### config.mk
export PLATFORM = sky130hd
export DESIGN_NAME = gated_edge_counter
export DESIGN_NICKNAME = d
export VERILOG_FILES = /design/src/rtl/gec_pkg.sv /design/src/rtl/gec_ctrl.sv /design/src/rtl/gec_datapath.sv /design/src/rtl/gec_result_queue.sv /design/src/rtl/gated_edge_counter.sv
export SDC_FILE = /design/constraint.sdc
export NUM_CORES = 1
export LEC_CHECK = 0
export CAP_MARGIN = 30
export CORE_MARGIN = 2
export CORE_UTILIZATION = 51
export DETAILED_ROUTE_END_ITERATION = 12
export PLACE_DENSITY_LB_ADDON = 0.25
export SYNTH_ARGS = -nofsm -noshare
export SYNTH_HDL_FRONTEND = slang
export SYNTH_SLANG_ARGS = --single-unit
### constraint.sdc
create_clock -name clk -period 3.25 [get_ports clk]
set_input_delay 0.4875 -clock clk [delete_from_list [all_inputs] [get_ports clk]]
set_output_delay 0.4875 -clock clk [all_outputs]
set_load 0.02 [all_outputs]
### src/rtl/gec_pkg.sv
package gec_pkg;
  // Strobes from control to the counting datapath
  typedef struct packed {
    logic countRise;
    logic countFall;
    logic clearNow;
  } gec_strobe_t;
endpackage

### src/rtl/gec_ctrl.sv
module gec_ctrl
  import gec_pkg::*;
#(
  parameter int TS_W = 64
) (
  input  logic            clk,
  input  logic            rst_n,
  input  logic            cfgValid,
  input  logic            cfgCountRise,
  input  logic            cfgCountFall,
  input  logic            cfgSendEvent,
  input  logic            cfgClearCount,
  input  logic [TS_W-1:0] timeNow,
  output gec_strobe_t     strobe,
  output logic            pushReq,
  output logic [TS_W-1:0] reqStamp
);
  logic enRise, enFall, sendPend, clearPend;
  logic [TS_W-1:0] stampReg;

  always_ff @(posedge clk) begin
    if (!rst_n) begin
      enRise    <= 1'b0;
      enFall    <= 1'b0;
      sendPend  <= 1'b0;
      clearPend <= 1'b0;
      stampReg  <= '0;
    end else begin
      sendPend  <= cfgValid && cfgSendEvent;
      clearPend <= cfgValid && cfgClearCount;
      if (cfgValid) begin
        enRise <= cfgCountRise;
        enFall <= cfgCountFall;
      end
      if (cfgValid && cfgSendEvent) stampReg <= timeNow;
    end
  end

  always_comb begin
    strobe.countRise = enRise;
    strobe.countFall = enFall;
    strobe.clearNow  = clearPend;
  end

  assign pushReq  = sendPend;
  assign reqStamp = stampReg;
endmodule

### src/rtl/gec_datapath.sv
module gec_datapath
  import gec_pkg::*;
#(
  parameter int CNT_W       = 31,
  parameter int SYNC_STAGES = 2
) (
  input  logic             clk,
  input  logic             rst_n,
  input  logic             sigIn,
  input  gec_strobe_t      strobe,
  output logic [CNT_W-1:0] countVal
);
  localparam logic [CNT_W-1:0] CNT_MAX = '1;
  localparam int SMSB = SYNC_STAGES - 1;

  logic [SMSB:0] syncChain;
  logic          prevSample;
  logic          riseSeen, fallSeen, hit;
  logic [CNT_W-1:0] countReg;

  generate
    if (SYNC_STAGES == 1) begin : g_sync1
      always_ff @(posedge clk) begin
        if (!rst_n) syncChain <= '0;
        else        syncChain <= sigIn;
      end
    end else begin : g_syncN
      always_ff @(posedge clk) begin
        if (!rst_n) syncChain <= '0;
        else        syncChain <= {syncChain[SMSB-1:0], sigIn};
      end
    end
  endgenerate

  always_ff @(posedge clk) begin
    if (!rst_n) prevSample <= 1'b0;
    else        prevSample <= syncChain[SMSB];
  end

  always_comb begin
    riseSeen = syncChain[SMSB] & ~prevSample;
    fallSeen = ~syncChain[SMSB] & prevSample;
    hit      = (riseSeen & strobe.countRise) | (fallSeen & strobe.countFall);
  end

  always_ff @(posedge clk) begin
    if (!rst_n)                           countReg <= '0;
    else if (strobe.clearNow)             countReg <= '0;
    else if (hit && countReg != CNT_MAX)  countReg <= countReg + 1'b1;
  end

  assign countVal = countReg;
endmodule

### src/rtl/gec_result_queue.sv
module gec_result_queue #(
  parameter int W     = 8,
  parameter int DEPTH = 4
) (
  input  logic         clk,
  input  logic         rst_n,
  input  logic         push,
  input  logic [W-1:0] pushData,
  input  logic         popReady,
  output logic         headValid,
  output logic [W-1:0] headData,
  output logic         full
);
  localparam int AW = (DEPTH > 1) ? $clog2(DEPTH) : 1;
  localparam int CW = $clog2(DEPTH + 1);
  localparam logic [AW-1:0] LAST = AW'(DEPTH - 1);
  localparam logic [CW-1:0] FULL_N = CW'(DEPTH);

  logic [W-1:0]  mem [DEPTH];
  logic [AW-1:0] rdPtr, wrPtr;
  logic [CW-1:0] used;
  logic doPush, doPop;

  assign headValid = (used != '0);
  assign full      = (used == FULL_N);
  assign doPop     = headValid && popReady;
  assign doPush    = push && !full;
  assign headData  = mem[rdPtr];

  always_ff @(posedge clk) begin
    if (doPush) mem[wrPtr] <= pushData;
  end

  always_ff @(posedge clk) begin
    if (!rst_n) begin
      rdPtr <= '0;
      wrPtr <= '0;
      used  <= '0;
    end else begin
      if (doPush) wrPtr <= (wrPtr == LAST) ? '0 : wrPtr + 1'b1;
      if (doPop)  rdPtr <= (rdPtr == LAST) ? '0 : rdPtr + 1'b1;
      case ({doPush, doPop})
        2'b10:   used <= used + 1'b1;
        2'b01:   used <= used - 1'b1;
        default: used <= used;
      endcase
    end
  end
endmodule

### src/rtl/gated_edge_counter.sv
module gated_edge_counter
  import gec_pkg::*;
#(
  parameter int CNT_W       = 31,
  parameter int TS_W        = 64,
  parameter int DEPTH       = 4,
  parameter int SYNC_STAGES = 2
) (
  input  logic             clk,
  input  logic             rst_n,
  input  logic             sigIn,
  input  logic             cfgValid,
  input  logic             cfgCountRise,
  input  logic             cfgCountFall,
  input  logic             cfgSendEvent,
  input  logic             cfgClearCount,
  input  logic [TS_W-1:0]  timeNow,
  output logic             resValid,
  input  logic             resReady,
  output logic [CNT_W-1:0] resCount,
  output logic [TS_W-1:0]  resStamp
);
  localparam int ENT_W = CNT_W + TS_W;

  gec_strobe_t      strobe;
  logic             pushReq;
  logic [TS_W-1:0]  reqStamp;
  logic [CNT_W-1:0] countVal;
  logic [ENT_W-1:0] headEntry;
  logic             qFull;

  gec_ctrl #(.TS_W(TS_W)) u_ctrl (
    .clk(clk), .rst_n(rst_n), .cfgValid(cfgValid),
    .cfgCountRise(cfgCountRise), .cfgCountFall(cfgCountFall),
    .cfgSendEvent(cfgSendEvent), .cfgClearCount(cfgClearCount),
    .timeNow(timeNow), .strobe(strobe), .pushReq(pushReq), .reqStamp(reqStamp)
  );

  gec_datapath #(.CNT_W(CNT_W), .SYNC_STAGES(SYNC_STAGES)) u_dp (
    .clk(clk), .rst_n(rst_n), .sigIn(sigIn), .strobe(strobe), .countVal(countVal)
  );

  gec_result_queue #(.W(ENT_W), .DEPTH(DEPTH)) u_q (
    .clk(clk), .rst_n(rst_n), .push(pushReq), .pushData({countVal, reqStamp}),
    .popReady(resReady), .headValid(resValid), .headData(headEntry), .full(qFull)
  );

  assign resCount = headEntry[ENT_W-1:TS_W];
  assign resStamp = headEntry[TS_W-1:0];
endmodule

== Word-level counts from Yosys, hierarchy flattened ==
Memories as Yosys holds them, arrays and structs flattened. A register that Yosys moved wholly into a read port is not among the register bits.
Index checks and enable logic that the tools add are counted.
Storage, ports and cells
  register bits after elaboration: 109
  bits in writable memories: 380
  bits of input ports: 73
  output and inout port bits: 96
  word-level logic and storage cells: 47
  memories: 1
Memories
  u_q.mem: words 4, width 95, read ports 1, clocked after Yosys merged registers in 1, write ports 1, RTL line gec_result_queue.sv:19  | logic [W-1:0] mem [DEPTH];
Cells by class
  add/subtract/negate cells: 5
  eq/ne operators: 6
  mux-type cells: 7
  bitwise gates (word level): 8
  reductions and logical operators: 9
Operators with widths (number)
  31-bit by 1-bit adder with 31-bit output, second input constant: 1
  31-bit != test, second input constant: 1
  2-bit 2-to-1 mux: 4
  2-bit == test, second input constant: 3
  3-bit case mux with 2 select lines: 1
  1-bit logical AND: 5
  2-bit by 1-bit adder with 2-bit output, second input constant: 2
  1-bit bitwise AND: 4
  3-bit by 1-bit adder with 3-bit output, second input constant: 1
  3-bit == test, second input constant: 1
  1-bit inverter: 3
  3-bit nonzero test: 1
  3-bit by 1-bit subtractor with 3-bit output, second input constant: 1
  2-bit by 1-bit == test with 1-bit output, second input constant: 1
  1-bit 2-to-1 mux: 2
  2-bit nonzero test: 1
  2-bit OR reduction: 1
  1-bit zero test: 1
  1-bit OR: 1

== Longest topological paths before layout ==
  word-level depth: 5
  gate-level depth with buffers: 9
  depth with buffers taken out: 9

== Hierarchy ==
From an unflattened synthesis, not the netlist that was laid out.
Second synthesis, totals
  cell total of the unflattened synthesis: 1068
  area total of the unflattened synthesis: 18844.3 um^2
By module, submodules not included
  gec_result_queue: instances 1, cells each 553, area each 14241.2 um^2, sequential area each 11591.1 um^2
  gec_ctrl: instances 1, cells each 307, area each 2877.8 um^2, sequential area each 1361.3 um^2
  gec_datapath: instances 1, cells each 208, area each 1725.4 um^2, sequential area each 680.7 um^2

== Least setup slack after synthesis ==
OpenSTA, ideal clock, no wires.
  path kind: register to register
  start: register u_q.used[0]
  end: memory u_q.mem[1][0] in the netlist's numbering (enable)
  setup time: 0.464 ns
  data arrival time: 3.041 ns
  data required time: 2.786 ns
  slack: -0.256 ns
  cell stages (with the launch flop): 4
  path buffers: 0
  period minus slack after synthesis: 3.506 ns
  cells stage by stage: dfxtp_1 -> inv_1 -> a31oi_1 -> and2_1
Between the ends
  word-level cells in the longest chain between the ends: 5
Ends and longest elaborated chain
  from (decl): RTL line gec_result_queue.sv:21  | logic [CW-1:0] used;
  from (signal assigned): RTL line gec_result_queue.sv:43  | 2'b10: used <= used + 1'b1;
  from (signal assigned): RTL line gec_result_queue.sv:44  | 2'b01: used <= used - 1'b1;
  from (signal assigned): RTL line gec_result_queue.sv:45  | default: used <= used;
  3-bit == test: RTL line gec_result_queue.sv:25  | assign full = (used == FULL_N);
  1-bit zero test: RTL line gec_result_queue.sv:27  | assign doPush = push && !full;
  1-bit logical AND: RTL line gec_result_queue.sv:27
  1-bit 2-to-1 mux: RTL line gec_result_queue.sv:31  | if (doPush) mem[wrPtr] <= pushData;
  1-bit 2-to-1 mux (not written as such): RTL line gec_result_queue.sv:31
  to (decl): RTL line gec_result_queue.sv:19
No other way between the ends.

==> summary by stage <==
Route
The final route contains 9576 vias. The routed length per placed instance is 21.0 um. Using the TritonRoute via totals, the vias-per-cell ratio works out to 5.54. The first TritonRoute pass finished after 5 iterations. The first routing iteration left 634 violations. The detail route stage leaves a number of antenna-violating nets equal to 0.

The number of design rule violations left after detail routing is 0. The routed design has 36200 um of wire.

Die
The die is 193 um tall. The effective utilization at floorplan is 51.6%. The overall die area is 0.0374 sq mm. The area inside the core boundary is 0.0354 sq mm. The total I/O pin count is 169.

The floorplan step set the die width to 193 um. The floorplan has 69 rows.

Layout
The final antenna diode count is 0. The final-stage net count is 1310. Counting the fill cells in the layout gives 2560. The share of final-layout standard cells stronger than drive strength 1 is 16.0%. Compared with the post-synthesis result, the final layout area differs by 21.3%.

Clocking
The buffer depth of the longest clock path is 3. Clock-pin slew was measured on the worst setup and hold paths at 60 ps. The tree is rooted in a clkbuf_16. The CTS tree is yes. In this run the number of H-tree levels came out at 2. The clock network latency to the later pin of the worst-skew pair is 570 ps. The number of sinks handled by clock tree synthesis is 491. Post-CTS repair changed the size of 0 cells. Post-CTS timing repair inserted 0 buffers for setup. The number of buffers created by CTS is 48. The total of hold buffers inserted after clock tree synthesis is 0.

Placed design
In this run the tool buffered the top-level ports with 168 buffer cells. The HPWL after detailed placement is 21200 um. At the end of routability-driven placement, the weighted congestion stood at 0.802.

Synthesis
Counting every instance in the synthesized netlist gives 1038. Sequential elements use 74.6% of the synthesized area. The dominant register cell in the synthesized netlist is edfxtp_1. By area the synthesized netlist is led by edfxtp_1 (62%), dfxtp_1 (12%), mux4_2 (12%).

During synthesis, Yosys emitted a total of 0 warnings. The fraction of post-synthesis cell area in the top cell type by area is 62.4%. The count of state elements after synthesis is 491. The cell with the most instances after synthesis is edfxtp_1. edfxtp_1 takes more of the synthesized area than any other cell. The post-synthesis instance area is 0.0183 sq mm. The synthesized area divided by synthesized cell count is 17.6 sq um. The commonest cells after synthesis are edfxtp_1 (380), nand2_1 (154), dfxtp_1 (111). The number of enable flip-flop cells after synthesis is 380.

In the synthesized netlist the async set-or-reset flop fraction comes to 0%. Counting every net in the synthesized netlist gives 1119. In this run, distinct cell masters in the synthesized netlist total 48.

Global routing
The total global-route track usage is 19.6%. The number of global-route vias before repair is 9892. The total overflow reported by the global router is 0.

The initial antenna violation count is 1. The maximum number of pins on one net before global-route repair is 79. The wire length of the first global-routing pass is 56400 um.

Pwr
The switching fraction of total power is 22.7%. The portion of total power attributed to the clock network is 37.1%. The internal portion of the total power is 10.9 mW. In this run the static leakage power is 7.30 nW. The total design power is 14.2 mW.

The sequential share of power is 48.8%. The total power divided by cell area is 639 mW/mm^2. The net load switching power is 3.22 mW. The worst-case IR drop observed on VDD is 0.498 mV. Combinational logic burns 14.1% of the power.

Worst setup path
The type of element capturing the critical path is an output pin. On the worst path, the slowest cell contributes a delay of 590 ps. The minimum setup slack among reg-to-reg paths is 760 ps. In this run the worst path has a maximum fanout of 24. The capture point of the worst reg-to-reg path is u_dp.countVal[26]. Data on the critical path arrives at its endpoint at 2550 ps.

The critical path in this run is classified as reg2out. Walking the worst path, the cells encountered are buf_4, mux4_2, clkdlybuf4s50_1. Data on the critical path is required at its endpoint by 2760 ps. Counting cells, the worst reg-to-reg path comes to 6.

The kind of start point of the critical path is a flip-flop. The library cell contributing the largest single delay on the critical path is clkdlybuf4s50_1. The capturing instance or port of the critical path is resCount[30]. In this run the critical register-to-register path is launched from u_dp.countVal[0].

STA
Setup repair after global routing left no endpoint under its margin. After layout, the minimum clock period comes to 3040 ps. The final clock period utilization by the worst path is 93.5%. For the pin with the worst max-slew slack, the measured transition is 826 ps. The final-report max-slew violation count is 0.

In this run the tightest slew margin relative to its limit is 44.9%. The tightest hold margin is 443 ps. Setup violations remaining at the end of the flow were counted as 0. The hold violation count in the final report is 0. The largest clock skew in the final design is 11.0 ps.

Adding up every negative setup slack in the final design gives 0 ps. The highest clock frequency the design can meet is 329 MHz.

Job
The number of violations of the max-capacitance limit is 0.

Run status
The flow ran to the end, and the final reports show no timing, DRC or antenna violations.

Min path
Counting instances, the worst hold path has a depth of 1. The path type of the worst min-delay path is reg2reg.
-- cell type report --
type                       instances  area (sq um)  share of cell area [%]
multi-input combinational        484          4400                    19.8
tap                              461           577                    2.60
timing repair buffer             193          2010                    9.09
clock buffer                      74          1380                    6.23
sequential                       491         13600                    61.5
inverter                          11          41.3                   0.186
clock inverter                    13           114                   0.514
-- per-stage QoR --
step | setup WS, ps | cells | utilization (%) | area [sq um]
2_1_floorplan | 777 | 1038 | - | 18300
3_3_place_gp | 759 | 1640 | 58.4 | 20700
3_5_place_dp | 767 | 1640 | 58.4 | 20700
4_1_cts | 146 | 1727 | 62.6 | 22200
5_1_grt | 111 | 1727 | 62.6 | 22200
6_report | 212 | 1727 | 62.6 | 22200
-- kinds of logic (layout without fill, tap and decap cells) --
family / after synthesis / in the layout / synth area share [%]
adder cells (fa/ha/maj): 8 / 8 / 0.589
AO/OA/AOI/OAI: 117 / 117 / 4.55
flip-flops: 491 / 491 / 74.6
AND/OR/NAND/NOR: 248 / 248 / 6.35
multiplexers: 100 / 100 / 12.0
buffers and inverters: 63 / 291 / 1.40
XOR/XNOR: 11 / 11 / 0.527
-- power groups by stage --
| stage | combinational (mW) | clock (mW) | sequential, mW |
|---|---|---|---|
| final | 1.99 | 5.25 | 6.92 |
| after global routing | 2.12 | 5.61 | 6.93 |
| after CTS | 2.04 | 5.39 | 6.92 |
| after detailed placement | 2.03 | 0 | 7.05 |
| after global placement | 2.02 | 0 | 7.04 |
| after floorplan | 1.23 | 0 | 7.02 |
-- how the worst min path moves through the flow --
stage / from / to
6_report: u_dp.syncChain[0] / u_dp.syncChain[1]
4_1_cts: u_dp.syncChain[0] / u_dp.syncChain[1]
2_1_floorplan: u_dp.syncChain[0] / u_dp.syncChain[1]
3_5_place_dp: u_dp.syncChain[0] / u_dp.syncChain[1]
5_1_grt: timeNow[63] / u_ctrl.reqStamp[63]
3_3_place_gp: u_dp.syncChain[0] / u_dp.syncChain[1]
-- worst max-delay path: cells and delay by family, from the launching register on --
kind | cells | cell delay (ps)
DFF | 1 | 550
muxes | 1 | 380
buffers and inverters | 2 | 1020
-- routing by layer --
metal,track usage [%],wire length [um],vias to the layer above,part of all wire (%)
met5,0,0,-,0
met3,4.95,2300,54,6.4
met1,25.7,15300,4851,42
met2,33.0,17900,259,49
met4,5.29,775,0,2.1
li1,-,-,4412,-
-- cell usage in the layout (no fill, tap or decap), types with 9 or more instances in the layout --
master           count
xnor2_1              9
clkbuf_16           49
a21oi_1             18
buf_4               13
nand2_1            153
o21ai_0             10
a21boi_0            66
clkdlybuf4s50_1    167
nor2_1              17
clkbuf_1            19
buf_12              12
inv_1               11
edfxtp_1           380
dfxtp_1            109
and2_1               9
mux4_2              95
-- sequential cells by signal, summed over array words and instances (netlist names), named ones only --
| signal | flops |
|---|---|
| u_ctrl.reqStamp | 64 |
| u_q.used | 3 |
| u_q.wrPtr | 2 |
| u_ctrl.pushReq | 1 |
| u_dp.countVal | 31 |
| u_dp.syncChain | 2 |
| u_dp.prevSample | 1 |
| u_q.rdPtr | 2 |
| u_ctrl.clearPend | 1 |
| u_q.mem | 380 |
| u_ctrl.enRise | 1 |
| u_ctrl.enFall | 1 |
(Power assumes the default switching activity.)
